## src/rtl/adc_if_pkg.sv

```systemverilog
package adc_if_pkg;
  typedef enum logic {
    MODE_SELECT  = 1'b0,
    MODE_CASCADE = 1'b1
  } port_mode_t;
endpackage

```

## src/rtl/adc_pin_sampler.sv

```systemverilog
module adc_pin_sampler #(
  parameter int NPINS = 3
) (
  input  logic             clk,
  input  logic             rst,
  input  logic [NPINS-1:0] pins,
  output logic [NPINS-1:0] cur,
  output logic [NPINS-1:0] prev
);
  for (genvar i = 0; i < NPINS; i++) begin : g_pin
    always_ff @(posedge clk) begin
      if (rst) begin
        cur[i]  <= 1'b0;
        prev[i] <= 1'b0;
      end else begin
        cur[i]  <= pins[i];
        prev[i] <= cur[i];
      end
    end
  end
endmodule

```

## src/rtl/adc_mode_ctrl.sv

```systemverilog
module adc_mode_ctrl
  import adc_if_pkg::*;
(
  input  logic       clk,
  input  logic       rst,
  input  logic       cnv_q,
  input  logic       cnv_rise,
  input  logic       sdi_q,
  input  logic       sdi_prev,
  input  logic       sck_q,
  input  logic       conv_done,
  output port_mode_t mode_o,
  output logic       conv_busy_o,
  output logic       load_o,
  output logic       busy_sel_o,
  output logic       oe_o
);
  logic cascade_busy;

  assign load_o     = conv_done && conv_busy_o && !cnv_rise;
  assign busy_sel_o = (mode_o == MODE_SELECT) ? (!cnv_q || !sdi_q) : cascade_busy;

  always_ff @(posedge clk) begin
    if (rst) begin
      mode_o       <= MODE_SELECT;
      cascade_busy <= 1'b0;
      conv_busy_o  <= 1'b0;
      oe_o         <= 1'b0;
    end else begin
      if (cnv_rise) begin
        mode_o       <= sdi_prev ? MODE_SELECT : MODE_CASCADE;
        cascade_busy <= sck_q;
        conv_busy_o  <= 1'b1;
      end else if (load_o) begin
        conv_busy_o  <= 1'b0;
      end
      oe_o <= (mode_o == MODE_CASCADE) || !(cnv_q && sdi_q);
    end
  end

  p_done_ends_r10: assert property (@(posedge clk) disable iff (rst)
    (conv_done && conv_busy_o && !cnv_rise) |=> !conv_busy_o);

  p_cascade_oe_r5: assert property (@(posedge clk) disable iff (rst)
    (mode_o == MODE_CASCADE) |=> oe_o);
endmodule

```

## src/rtl/adc_out_shift.sv

```systemverilog
module adc_out_shift #(
  parameter int DATA_W = 16
) (
  input  logic              clk,
  input  logic              rst,
  input  logic              start,
  input  logic              load,
  input  logic              busy_sel,
  input  logic              cascade,
  input  logic              conv_busy,
  input  logic              sck_rise,
  input  logic              sck_fall,
  input  logic              sdi_q,
  input  logic [DATA_W-1:0] data,
  output logic              sdo
);
  localparam int MSB = DATA_W - 1;

  logic [MSB:0] sh;
  logic         cap;
  logic         pend;

  always_ff @(posedge clk) begin
    if (rst) begin
      sh   <= '0;
      cap  <= 1'b0;
      pend <= 1'b0;
      sdo  <= 1'b0;
    end else if (start) begin
      pend <= 1'b0;
      sdo  <= 1'b0;
    end else if (load) begin
      sh <= data;
      if (busy_sel) begin
        pend <= 1'b1;
        sdo  <= 1'b1;
      end else begin
        pend <= 1'b0;
        sdo  <= data[MSB];
      end
    end else if (!conv_busy) begin
      if (sck_rise) cap <= cascade && sdi_q;
      if (sck_fall) begin
        if (pend) begin
          pend <= 1'b0;
          sdo  <= sh[MSB];
        end else begin
          sh  <= {sh[MSB-1:0], cap};
          sdo <= sh[MSB-1];
        end
      end
    end
  end

  p_idle_done_r10: assert property (@(posedge clk) disable iff (rst)
    (!conv_busy && !load && !start && !sck_fall) |=> $stable(sdo));
endmodule

```

## src/rtl/adc_serial_port.sv

```systemverilog
module adc_serial_port
  import adc_if_pkg::*;
#(
  parameter int DATA_W = 16
) (
  input  logic              clk,
  input  logic              rst,
  input  logic              cnv,
  input  logic              sck,
  input  logic              sdi,
  input  logic              conv_done,
  input  logic [DATA_W-1:0] conv_data,
  output logic              sdo,
  output logic              sdo_oe,
  output logic              conv_busy
);
  localparam int PIN_CNV = 0;
  localparam int PIN_SCK = 1;
  localparam int PIN_SDI = 2;
  localparam int NPINS   = 3;

  logic [NPINS-1:0] pin_cur, pin_prev;
  logic             cnv_rise, sck_rise, sck_fall;
  logic             load, busy_sel;
  port_mode_t       mode;

  adc_pin_sampler #(.NPINS(NPINS)) u_pins (
    .clk (clk),
    .rst (rst),
    .pins({sdi, sck, cnv}),
    .cur (pin_cur),
    .prev(pin_prev)
  );

  assign cnv_rise = pin_cur[PIN_CNV] && !pin_prev[PIN_CNV];
  assign sck_rise = pin_cur[PIN_SCK] && !pin_prev[PIN_SCK];
  assign sck_fall = !pin_cur[PIN_SCK] && pin_prev[PIN_SCK];

  adc_mode_ctrl u_ctrl (
    .clk        (clk),
    .rst        (rst),
    .cnv_q      (pin_cur[PIN_CNV]),
    .cnv_rise   (cnv_rise),
    .sdi_q      (pin_cur[PIN_SDI]),
    .sdi_prev   (pin_prev[PIN_SDI]),
    .sck_q      (pin_cur[PIN_SCK]),
    .conv_done  (conv_done),
    .mode_o     (mode),
    .conv_busy_o(conv_busy),
    .load_o     (load),
    .busy_sel_o (busy_sel),
    .oe_o       (sdo_oe)
  );

  adc_out_shift #(.DATA_W(DATA_W)) u_shift (
    .clk      (clk),
    .rst      (rst),
    .start    (cnv_rise),
    .load     (load),
    .busy_sel (busy_sel),
    .cascade  (mode == MODE_CASCADE),
    .conv_busy(conv_busy),
    .sck_rise (sck_rise),
    .sck_fall (sck_fall),
    .sdi_q    (pin_cur[PIN_SDI]),
    .data     (conv_data),
    .sdo      (sdo)
  );

  p_sdo_quiet_r9: assert property (@(posedge clk) disable iff (rst)
    conv_busy |-> !sdo);

  p_start_bit_r6: assert property (@(posedge clk) disable iff (rst)
    (load && busy_sel) |=> sdo);
endmodule

```

## config.mk

```make
export PLATFORM = sky130hd
export DESIGN_NAME = adc_serial_port
export DESIGN_NICKNAME = d
export VERILOG_FILES = /design/src/rtl/adc_if_pkg.sv /design/src/rtl/adc_pin_sampler.sv /design/src/rtl/adc_mode_ctrl.sv /design/src/rtl/adc_out_shift.sv /design/src/rtl/adc_serial_port.sv
export SDC_FILE = /design/constraint.sdc
export NUM_CORES = 1
export LEC_CHECK = 0
export ABC_CLOCK_PERIOD_IN_PS = 3000
export BUFFER_PORTS_ARGS = -buffer_cell sky130_fd_sc_hd__buf_2
export CAP_MARGIN = 25
export CORE_UTILIZATION = 25
export CTS_CLUSTER_DIAMETER = 100
export DETAILED_ROUTE_END_ITERATION = 10
export HOLD_SLACK_MARGIN = 0.1
export SETUP_SLACK_MARGIN = 0.5
export SYNTH_ARGS = -nofsm -noshare
export SYNTH_HDL_FRONTEND = slang
export SYNTH_SLANG_ARGS = --single-unit
export TNS_END_PERCENT = 5
```

## constraint.sdc

```tcl
create_clock -name clk -period 3 [get_ports clk]
set_input_delay 0.6 -clock clk [delete_from_list [all_inputs] [get_ports clk]]
set_output_delay 0.6 -clock clk [all_outputs]
set_load 0.03 [all_outputs]
```

* After elaboration in Yosys (flattened, before gate mapping) *
Cells that the tools add are included.

operators by class
  reductions and logical operators = 22
  bitwise gates (word level) = 3
  eq/ne operators = 2
  mux-type cells = 17

operator list
  operator              count
  $mux W16              4
  $mux W1               13
  $reduce_and A4 Y1     2
  $logic_and A1 B1 Y1   7
  $logic_not A1 Y1      7
  $ne A2 B2 Y1 const B  2
  $reduce_bool A2 Y1    2
  $not A1 Y1            3
  $logic_or A1 B1 Y1    2
  $reduce_and A2 Y1     1
  $reduce_or A2 Y1      1

word-level totals
  logic and storage cells = 58
  output and inout port bits = 3
  register bits = 29
  input bits = 22

* Logic depth before layout (Yosys ltp) *
Gate-level depths: netlist (run 1).

  depth in word-level cells = 6
  mapped depth = 6
  gate-level depth less buffers = 3

* By module *
A second synthesis (run 1) with hierarchy kept.

second synthesis, totals
  cells, all modules = 124
  area, all modules = 1227.4 um2

modules (own cells, without submodules)
  module           seq. area each (um2)  cells an instance  area an instance (um2)  instances
  adc_out_shift    380.4                 93                 900.9                   1
  adc_pin_sampler  120.1                 12                 157.7                   1
  adc_mode_ctrl    80.1                  16                 147.6                   1
  adc_serial_port  0.0                   3                  21.3                    1

* Worst setup path after synthesis (run 1) *
No wires, ideal clock.

  path kind = reg-to-reg
  start point = reg u_ctrl.conv_busy_o
  end point = reg u_shift.sh[10]
  setup time = 142 ps
  stages on the path, launching flop included = 7
  slack = 1333 ps
  data arrival time = 1525 ps
  clock period less this slack = 1667 ps
  buffers on the path = 3
  data required time = 2858 ps
  cells stage by stage = dfxtp_1 -> buf_6 -> or3b_1 -> buf_6 -> buf_6 -> o31ai_1 -> a311oi_1

between the ends
  cells in the longest elaborated chain, start to end = 4
  elaborated cells on any way between the ends = 7
  classes of those cells = eq/ne: 2; mux: 1; reduce/logical: 4

ends and longest elaborated chain
  item                                                                        RTL line             source
  start: declaration                                                          adc_mode_ctrl.sv:13  output logic conv_busy_o,
  start signal: assignment                                                    adc_mode_ctrl.sv:27  conv_busy_o <= 1'b0;
  start signal: assignment                                                    adc_mode_ctrl.sv:33  conv_busy_o <= 1'b1;
  start signal: assignment                                                    adc_mode_ctrl.sv:35  conv_busy_o <= 1'b0;
  $logic_and A1 B1 Y1 (2 in a row)                                            adc_mode_ctrl.sv:20  assign load_o = conv_done && conv_busy_o && !cnv_rise;
  $ne A2 B2 Y1 (no source line) / $reduce_bool A2 Y1 (equally long branches)  --
  $reduce_and A4 Y1 (no source line)                                          --
  end signal: assignment                                                      adc_out_shift.sv:33  sh <= data;
  end signal: assignment                                                      adc_out_shift.sv:48  sh <= {sh[MSB-1:0], cap};
  end: declaration                                                            adc_out_shift.sv:19  logic [MSB:0] sh;

Several ways; a longest one is shown, not always the timed one.
A chain may end at the register's enable or synchronous reset.

* Worst setup path after layout (run 1) *
  start point = reg u_ctrl.conv_busy_o
  end point = reg u_shift.sdo

between the ends
  cells in the longest elaborated chain, start to end = 4
  elaborated cells on any way between the ends = 6
  classes of those cells = eq/ne: 1; mux: 1; reduce/logical: 4

ends and longest elaborated chain
  item                                                                        RTL line             source
  $logic_and A1 B1 Y1 (2 in a row)                                            adc_mode_ctrl.sv:20
  $ne A2 B2 Y1 (no source line) / $reduce_bool A2 Y1 (equally long branches)  --
  $reduce_and A2 Y1 (no source line)                                          --
  end signal: assignment                                                      adc_out_shift.sv:39  sdo <= data[MSB];
  end signal: assignment                                                      adc_out_shift.sv:46  sdo <= sh[MSB];
  end signal: assignment                                                      adc_out_shift.sv:49  sdo <= sh[MSB-1];
  end: declaration                                                            adc_out_shift.sv:15  output logic sdo

Several ways; a longest one is shown, not always the timed one.

==> results of run 1 <==
-- through the flow --
stage,cells,total power [mW]
2_1_floorplan,146,0.478
6_report,232,0.846
3_5_place_dp,224,0.505
4_1_cts,232,0.858
5_1_grt,232,0.886
3_3_place_gp,224,0.504
-- critical path, cell delays in order (launching register included) --
cell and delay, ns:
dfxtp_1 0.39, nor3b_4 0.68, mux2i_1 0.16, a2111oi_1 0.39
-- registers in the layout, indices dropped and copies added (netlist names) --
signal / cells
u_ctrl.conv_busy_o: 1
u_shift.cap: 1
u_shift.pend: 1
u_shift.sh: 16
u_ctrl.mode_o: 1
u_pins.prev: 3
u_pins.cur: 3
u_ctrl.cascade_busy: 1
u_ctrl.oe_o: 1
u_shift.sdo: 1
-- worst paths after layout --
path	end	slack (ns)
worst min-delay path	u_ctrl.mode_o$_SDFFE_PP0P_	0.41
worst min register to register	u_ctrl.mode_o$_SDFFE_PP0P_	0.41
worst max register to register	u_shift.sdo$_SDFFE_PP0P_	1.27
worst max-delay path	u_shift.sdo$_SDFFE_PP0P_	1.27
-- layout by cell type (no fill, tap or decap), types with 2 or more instances in the layout --
master	n
nand2b_1	3
a311oi_1	16
clkbuf_8	7
nand4b_1	17
a211oi_1	2
buf_4	3
o31ai_1	15
nor2_1	2
nor3_1	16
buf_2	24
nor2b_1	6
nand2_1	3
dfxtp_1	29
a21oi_1	3
-- power by group through the flow --
stage               Combinational (mW)  Sequential (mW)  Clock, mW
floorplan                       0.0561            0.422          0
global placement                0.0810            0.423          0
detailed placement              0.0814            0.423          0
CTS                             0.0815            0.415      0.362
global route                    0.0891            0.418      0.379
finish                          0.0810            0.415      0.350
-- logic make-up after synthesis --
logic type	synth area share
and+or+nand+nor	0.260
buffers and inverters	0.0750
muxes	0.0152
DFF	0.414
AOI/OAI and AO/OA	0.236
-- area by class of cell --
| type | count | area (um2) | share of cell area |
|---|---|---|---|
| well taps | 70 | 87.6 | 0.0536 |
| flip-flops and latches | 29 | 581 | 0.355 |
| clock buffers | 7 | 96.3 | 0.0590 |
| clock inverters | 1 | 5.00 | 0.00306 |
| multi-input cells | 97 | 718 | 0.440 |
| repair buffers | 27 | 143 | 0.0873 |
| inverters | 1 | 3.75 | 0.00230 |
-- Yosys cell counts, types with 2 or more instances --
library cell and number:
dfxtp_1 29, nand4b_1 17, a311oi_1 16, nor3_1 16, o31ai_1 15, clkbuf_1 12, nor2b_1 7, a21oi_1 3
buf_2 3, buf_6 3, nand2_1 3, nand2b_1 3, a211oi_1 2, nor2_1 2
-- metal layers --
metal / share of wire / vias to the layer above / wire length, um
li1: - / 611 / -
met1: 0.48 / 543 / 1590
met2: 0.43 / 48 / 1430
met3: 0.083 / 5 / 277
met4: 0.010 / 0 / 34
met5: 0 / - / 0
==> summary.txt, run 1 <==
Status
  • Status: finished clean

Floorplan
  • Starting density of the core: 0.268
  • Die area: 5910 um2
  • Core Rows: 26
  • Die H: 76.9 um
  • Die width: 76.9 um
  • Core area: 5240 um2
  • I/O pin total: 25

Place
  • Placed Area: 1530 um2
  • Final Wtd Congestion: 0.677
  • Place WS: 1.15 ns
  • Post-DP HPWL: 2000 um
  • Port-buffer cells: 24

Global routing
  • Met3 Track Usage GR: 0.0357
  • Routing usage on met2: 0.166
  • Vias in the first global route: 1170
  • Total gr overflow: 0
  • GRT Overall Usage: 0.116
  • First-pass GRT wire length: 5570 um
  • Grt met1 use: 0.163
  • Initial antenna violation count: 0
  • GR peak layer: met2
  • Largest net degree at the start of global routing: 41

STA
  • Worst Slack Setup Final: 1.27 ns
  • Slew @ Worst Pin: 0.755 ns
  • Final Cycle Share: 0.578
  • Fmax: 577 MHz
  • Setup TNS: 0 ns
  • Rel. slew slack: 0.496
  • Worst hold margin: 0.408 ns
  • Final hold vios: 0
  • Unrepaired setup endpoints after global routing: no
  • Slew Limit Fails: 0
  • Final setup vio count: 0
  • Layout Skew: 0.00546 ns
  • Crit path time final: 1.73 ns

Detailed routing
  • DR DRC count: 0
  • Initial DRC Count: 126
  • Post-route ant nets: 0
  • DR vias: 1207
  • Detailed Routing Iterations Pass 1: 6
  • WL final: 3330 um
  • Vias per inst: 5.20
  • DR WL/cell: 14.3 um

Critical path
  • Setup CP Type: flip-flop to flip-flop
  • Worst Setup End Kind: flip-flop
  • Arr. time, crit path: 1.90 ns
  • Start of the worst register-to-register path: u_ctrl.conv_busy_o$_SDFFE_PP0P_
  • Req. time, crit path: 3.17 ns
  • Reg2Reg Depth: 3
  • Crit. Startpoint: u_ctrl.conv_busy_o$_SDFFE_PP0P_
  • CP Max Fanout: 17
  • Startpoint types: flip-flop

Power and ir drop
  • Seq pwr share: 0.491
  • Leakage: 0.521 nW
  • Logic pwr share: 0.096
  • Clock network power share: 0.414
  • P_int: 0.640 mW
  • Power Density: 517 nW/um2
  • Switching Fraction: 0.242
  • Sw Pwr: 0.205 mW
  • Worst VDD drop: 264 uV

Run
  • Max Cap Viol: 0

Clock tree
  • Clock latency on the worst-skew pair: 0.28 ns
  • CTS tree: built
  • Total CTS buffers: 5
  • Root buffer cell: clkbuf_8
  • Post-CTS setup buffer count: 0
  • Hold buffers post-CTS: 0
  • CTS H-tree lvls: 2
  • Clock Sinks: 29
  • Clock Path Buffers: 2
  • Clk slew on worst S/H paths: 0.06 ns
  • CTS resizes: 0

Finish
  • Final core area utilization: 0.312
  • Synthesis-to-layout area growth: 16.6%
  • Cell area after layout: 1630 um2
  • Antenna Cells: 0
  • Share of layout cells above drive strength 1: 0.241
  • Net count, final: 183
  • Filler Cells Inserted: 554

Synth
  • Top cells by area, synth: dfxtp_1 (41%), nand4b_1 (11%), a311oi_1 (10%)
  • Ys Warns: 0
  • Yosys top cell by area: dfxtp_1
  • #FFs+latches synth: 29
  • Ys async rst share: 0
  • Seq/Total Area, Yosys: 0.414
  • Mapped Avg Cell Area: 9.60 um2
  • Synthesized area: 1400 um2
  • Yosys top cell area share: 0.414
  • Syn Nets: 168
  • Netlist cell types: 29
  • Post-synthesis cell count: 146
  • Post-synth EDFFs: 0
  • Ys flop type: dfxtp_1

Hold path
  • Hold/Removal Path Class: flip-flop to flip-flop
  • WHS Path Cells: 1
  • Hold Path Origin: u_pins.prev[2]$_SDFF_PP0_
Power figures use the tool's default switching activity.
==> inputs of run 2 (changes only) <==
--- a/config.mk
+++ b/config.mk
@@ -5,7 +5,7 @@
 export SDC_FILE = /design/constraint.sdc
 export NUM_CORES = 1
 export LEC_CHECK = 0
-export ABC_CLOCK_PERIOD_IN_PS = 3000
+export ABC_CLOCK_PERIOD_IN_PS = 1600
 export BUFFER_PORTS_ARGS = -buffer_cell sky130_fd_sc_hd__buf_2
 export CAP_MARGIN = 25
 export CORE_UTILIZATION = 25
==> constraint.sdc (replaced) <==
create_clock -name clk -period 1.6 [get_ports clk]
set_input_delay 0.32 -clock clk [delete_from_list [all_inputs] [get_ports clk]]
set_output_delay 0.32 -clock clk [all_outputs]
set_load 0.03 [all_outputs]
==> run 2 against run 1 <==
Compared with the run above: power is 82% higher; sequential cell count did not move; non-clock buffer count rose by 11; sequential power up 87%; wire length up 3.1%; first-iteration DRC count down 53%; global-route usage increased by 0.60 points; final cell count is 4.7% higher; largest power group unchanged; die area did not move; via count up 1.6%.
==> summary.txt, run 2 (synthesis results as in run 1) <==
Power and ir drop
  • Power Density: 865 nW/um2
  • P_int: 1.14 mW
  • Clock network power share: 0.374
  • Leakage: 0.587 nW
  • Worst VDD drop: 285 uV
  • Sw Pwr: 0.399 mW
  • Switching Fraction: 0.259
  • Seq pwr share: 0.504
  • Logic pwr share: 0.122

Detailed routing
  • Post-route ant nets: 0
  • WL final: 3430 um
  • DR WL/cell: 14.1 um
  • Detailed Routing Iterations Pass 1: 4
  • DR DRC count: 0
  • DR vias: 1226
  • Vias per inst: 5.05
  • Initial DRC Count: 59

Clock tree
  • Root buffer cell: clkbuf_8
  • Total CTS buffers: 5
  • Hold buffers post-CTS: 0
  • Clock Path Buffers: 2
  • CTS H-tree lvls: 2
  • CTS tree: built
  • Clock latency on the worst-skew pair: 0.28 ns
  • Clk slew on worst S/H paths: 0.06 ns
  • Clock Sinks: 29

Floorplan
  • Core Rows: 26
  • Die area: 5910 um2
  • Core area: 5240 um2
  • Die width: 76.9 um
  • Die H: 76.9 um
  • Starting density of the core: 0.268
  • I/O pin total: 25

Critical path
  • R2R Setup Slk: 0.19 ns
  • Arr. time, crit path: 1.55 ns
  • Setup CP Type: flip-flop to flip-flop
  • Startpoint types: flip-flop
  • Req. time, crit path: 1.74 ns
  • CP Max Fanout: 17
  • Worst Setup End Kind: flip-flop

STA
  • Fmax: 712 MHz
  • Layout Skew: 0.00552 ns
  • Slew @ Worst Pin: 0.533 ns
  • Unrepaired setup endpoints after global routing: yes
  • Final hold vios: 0
  • Rel. slew slack: 0.645
  • Final setup vio count: 0
  • Setup TNS: 0 ns
  • Final Cycle Share: 0.878
  • Slew Limit Fails: 0
  • Crit path time final: 1.41 ns

Finish
  • Share of layout cells above drive strength 1: 0.335
  • Largest registers: u_shift.sh (16), u_pins.cur (3), u_pins.prev (3)
  • Most common cell after layout, fill and taps aside: dfxtp_1
  • Synthesis-to-layout area growth: 27.0%
  • Biggest register: u_shift.sh
  • Most frequent cells in the layout: dfxtp_1 (26), buf_2 (24), nand4b_1 (17), nor3_1 (16), a311oi_1 (16)
  • Antenna Cells: 0
  • Cell area after layout: 1780 um2
  • Max reg flops: 16
  • Net count, final: 194

Global routing
  • Total gr overflow: 0
  • Initial antenna violation count: 0
  • Largest net degree at the start of global routing: 34
  • Vias in the first global route: 1158
  • First-pass GRT wire length: 5700 um
  • GRT Overall Usage: 0.122

Place
  • Final Wtd Congestion: 0.746
  • Port-buffer cells: 24
  • Post-DP HPWL: 2120 um
  • Placed Area: 1610 um2

Status
  • Status: finished clean

Run
  • Max Cap Viol: 0

Hold path
  • Hold/Removal Path Class: input pin to flip-flop
run 2: routing by layer:
metal / vias up / track usage / part of all wire
li1: 629 / - / -
met1: 569 / 0.166 / 0.51
met2: 24 / 0.172 / 0.43
met3: 4 / 0.0464 / 0.047
met4: 0 / 0.0462 / 0.010
met5: - / 0 / 0
run 2: power groups by stage:
stage	logic (mW)	clock network, mW	registers (mW)
6_report	0.187	0.576	0.776
5_1_grt	0.205	0.639	0.779
4_1_cts	0.175	0.600	0.775
3_5_place_dp	0.167	0	0.790
3_3_place_gp	0.167	0	0.790
2_1_floorplan	0.105	0	0.790
run 2: through the flow:
stage               power [mW]  hold WS, ns  std cells  utilization  worst slack [ns]
floorplan                0.895        0.390        146            -            0.0627
global placement         0.957        0.392        232        0.307             0.144
detailed placement       0.957        0.403        232        0.307             0.161
finish                    1.54        0.251        243        0.340             0.195
global route              1.62        0.240        243        0.340             0.147
CTS                       1.55        0.243        241        0.330             0.198
run 2: path summary, 6_finish.rpt:
| check | start | to | cells past startpoint |
|---|---|---|---|
| max | u_ctrl.conv_busy_o$_SDFFE_PP0P_ | u_shift.sh[6]$_SDFFE_PP0P_ | 4 |
| min | sdi | u_pins.cur[2]$_SDFF_PP0_ | 2 |
| min reg2reg | u_pins.prev[2]$_SDFF_PP0_ | u_ctrl.mode_o$_SDFFE_PP0P_ | 1 |
| max reg2reg | u_ctrl.conv_busy_o$_SDFFE_PP0P_ | u_shift.sh[6]$_SDFFE_PP0P_ | 4 |
run 2: what timing repair did:
| action | CTS | global route |
|---|---|---|
| pin swaps | 1 | 2 |
| endpoints found under the setup margin | 23 | 24 |
| cloned | 0 | 1 |
| setup buffers | 1 | 1 |
| gates resized for setup | 7 | 5 |
run 2: critical path, stage by stage, from the launching register on:
cell      delay, ns
dfxtp_4        0.37
or3b_4         0.38
buf_12         0.16
o31ai_1        0.23
a311oi_1       0.12
run 2: cell type report:
cell class / count / area [um2]
fill: 566 / 3460
sequential: 29 / 587
multi-input combinational: 97 / 751
inverter: 1 / 3.75
clock buffer: 6 / 72.6
tap: 70 / 87.6
timing repair buffer: 38 / 268
clock inverter: 2 / 10.0
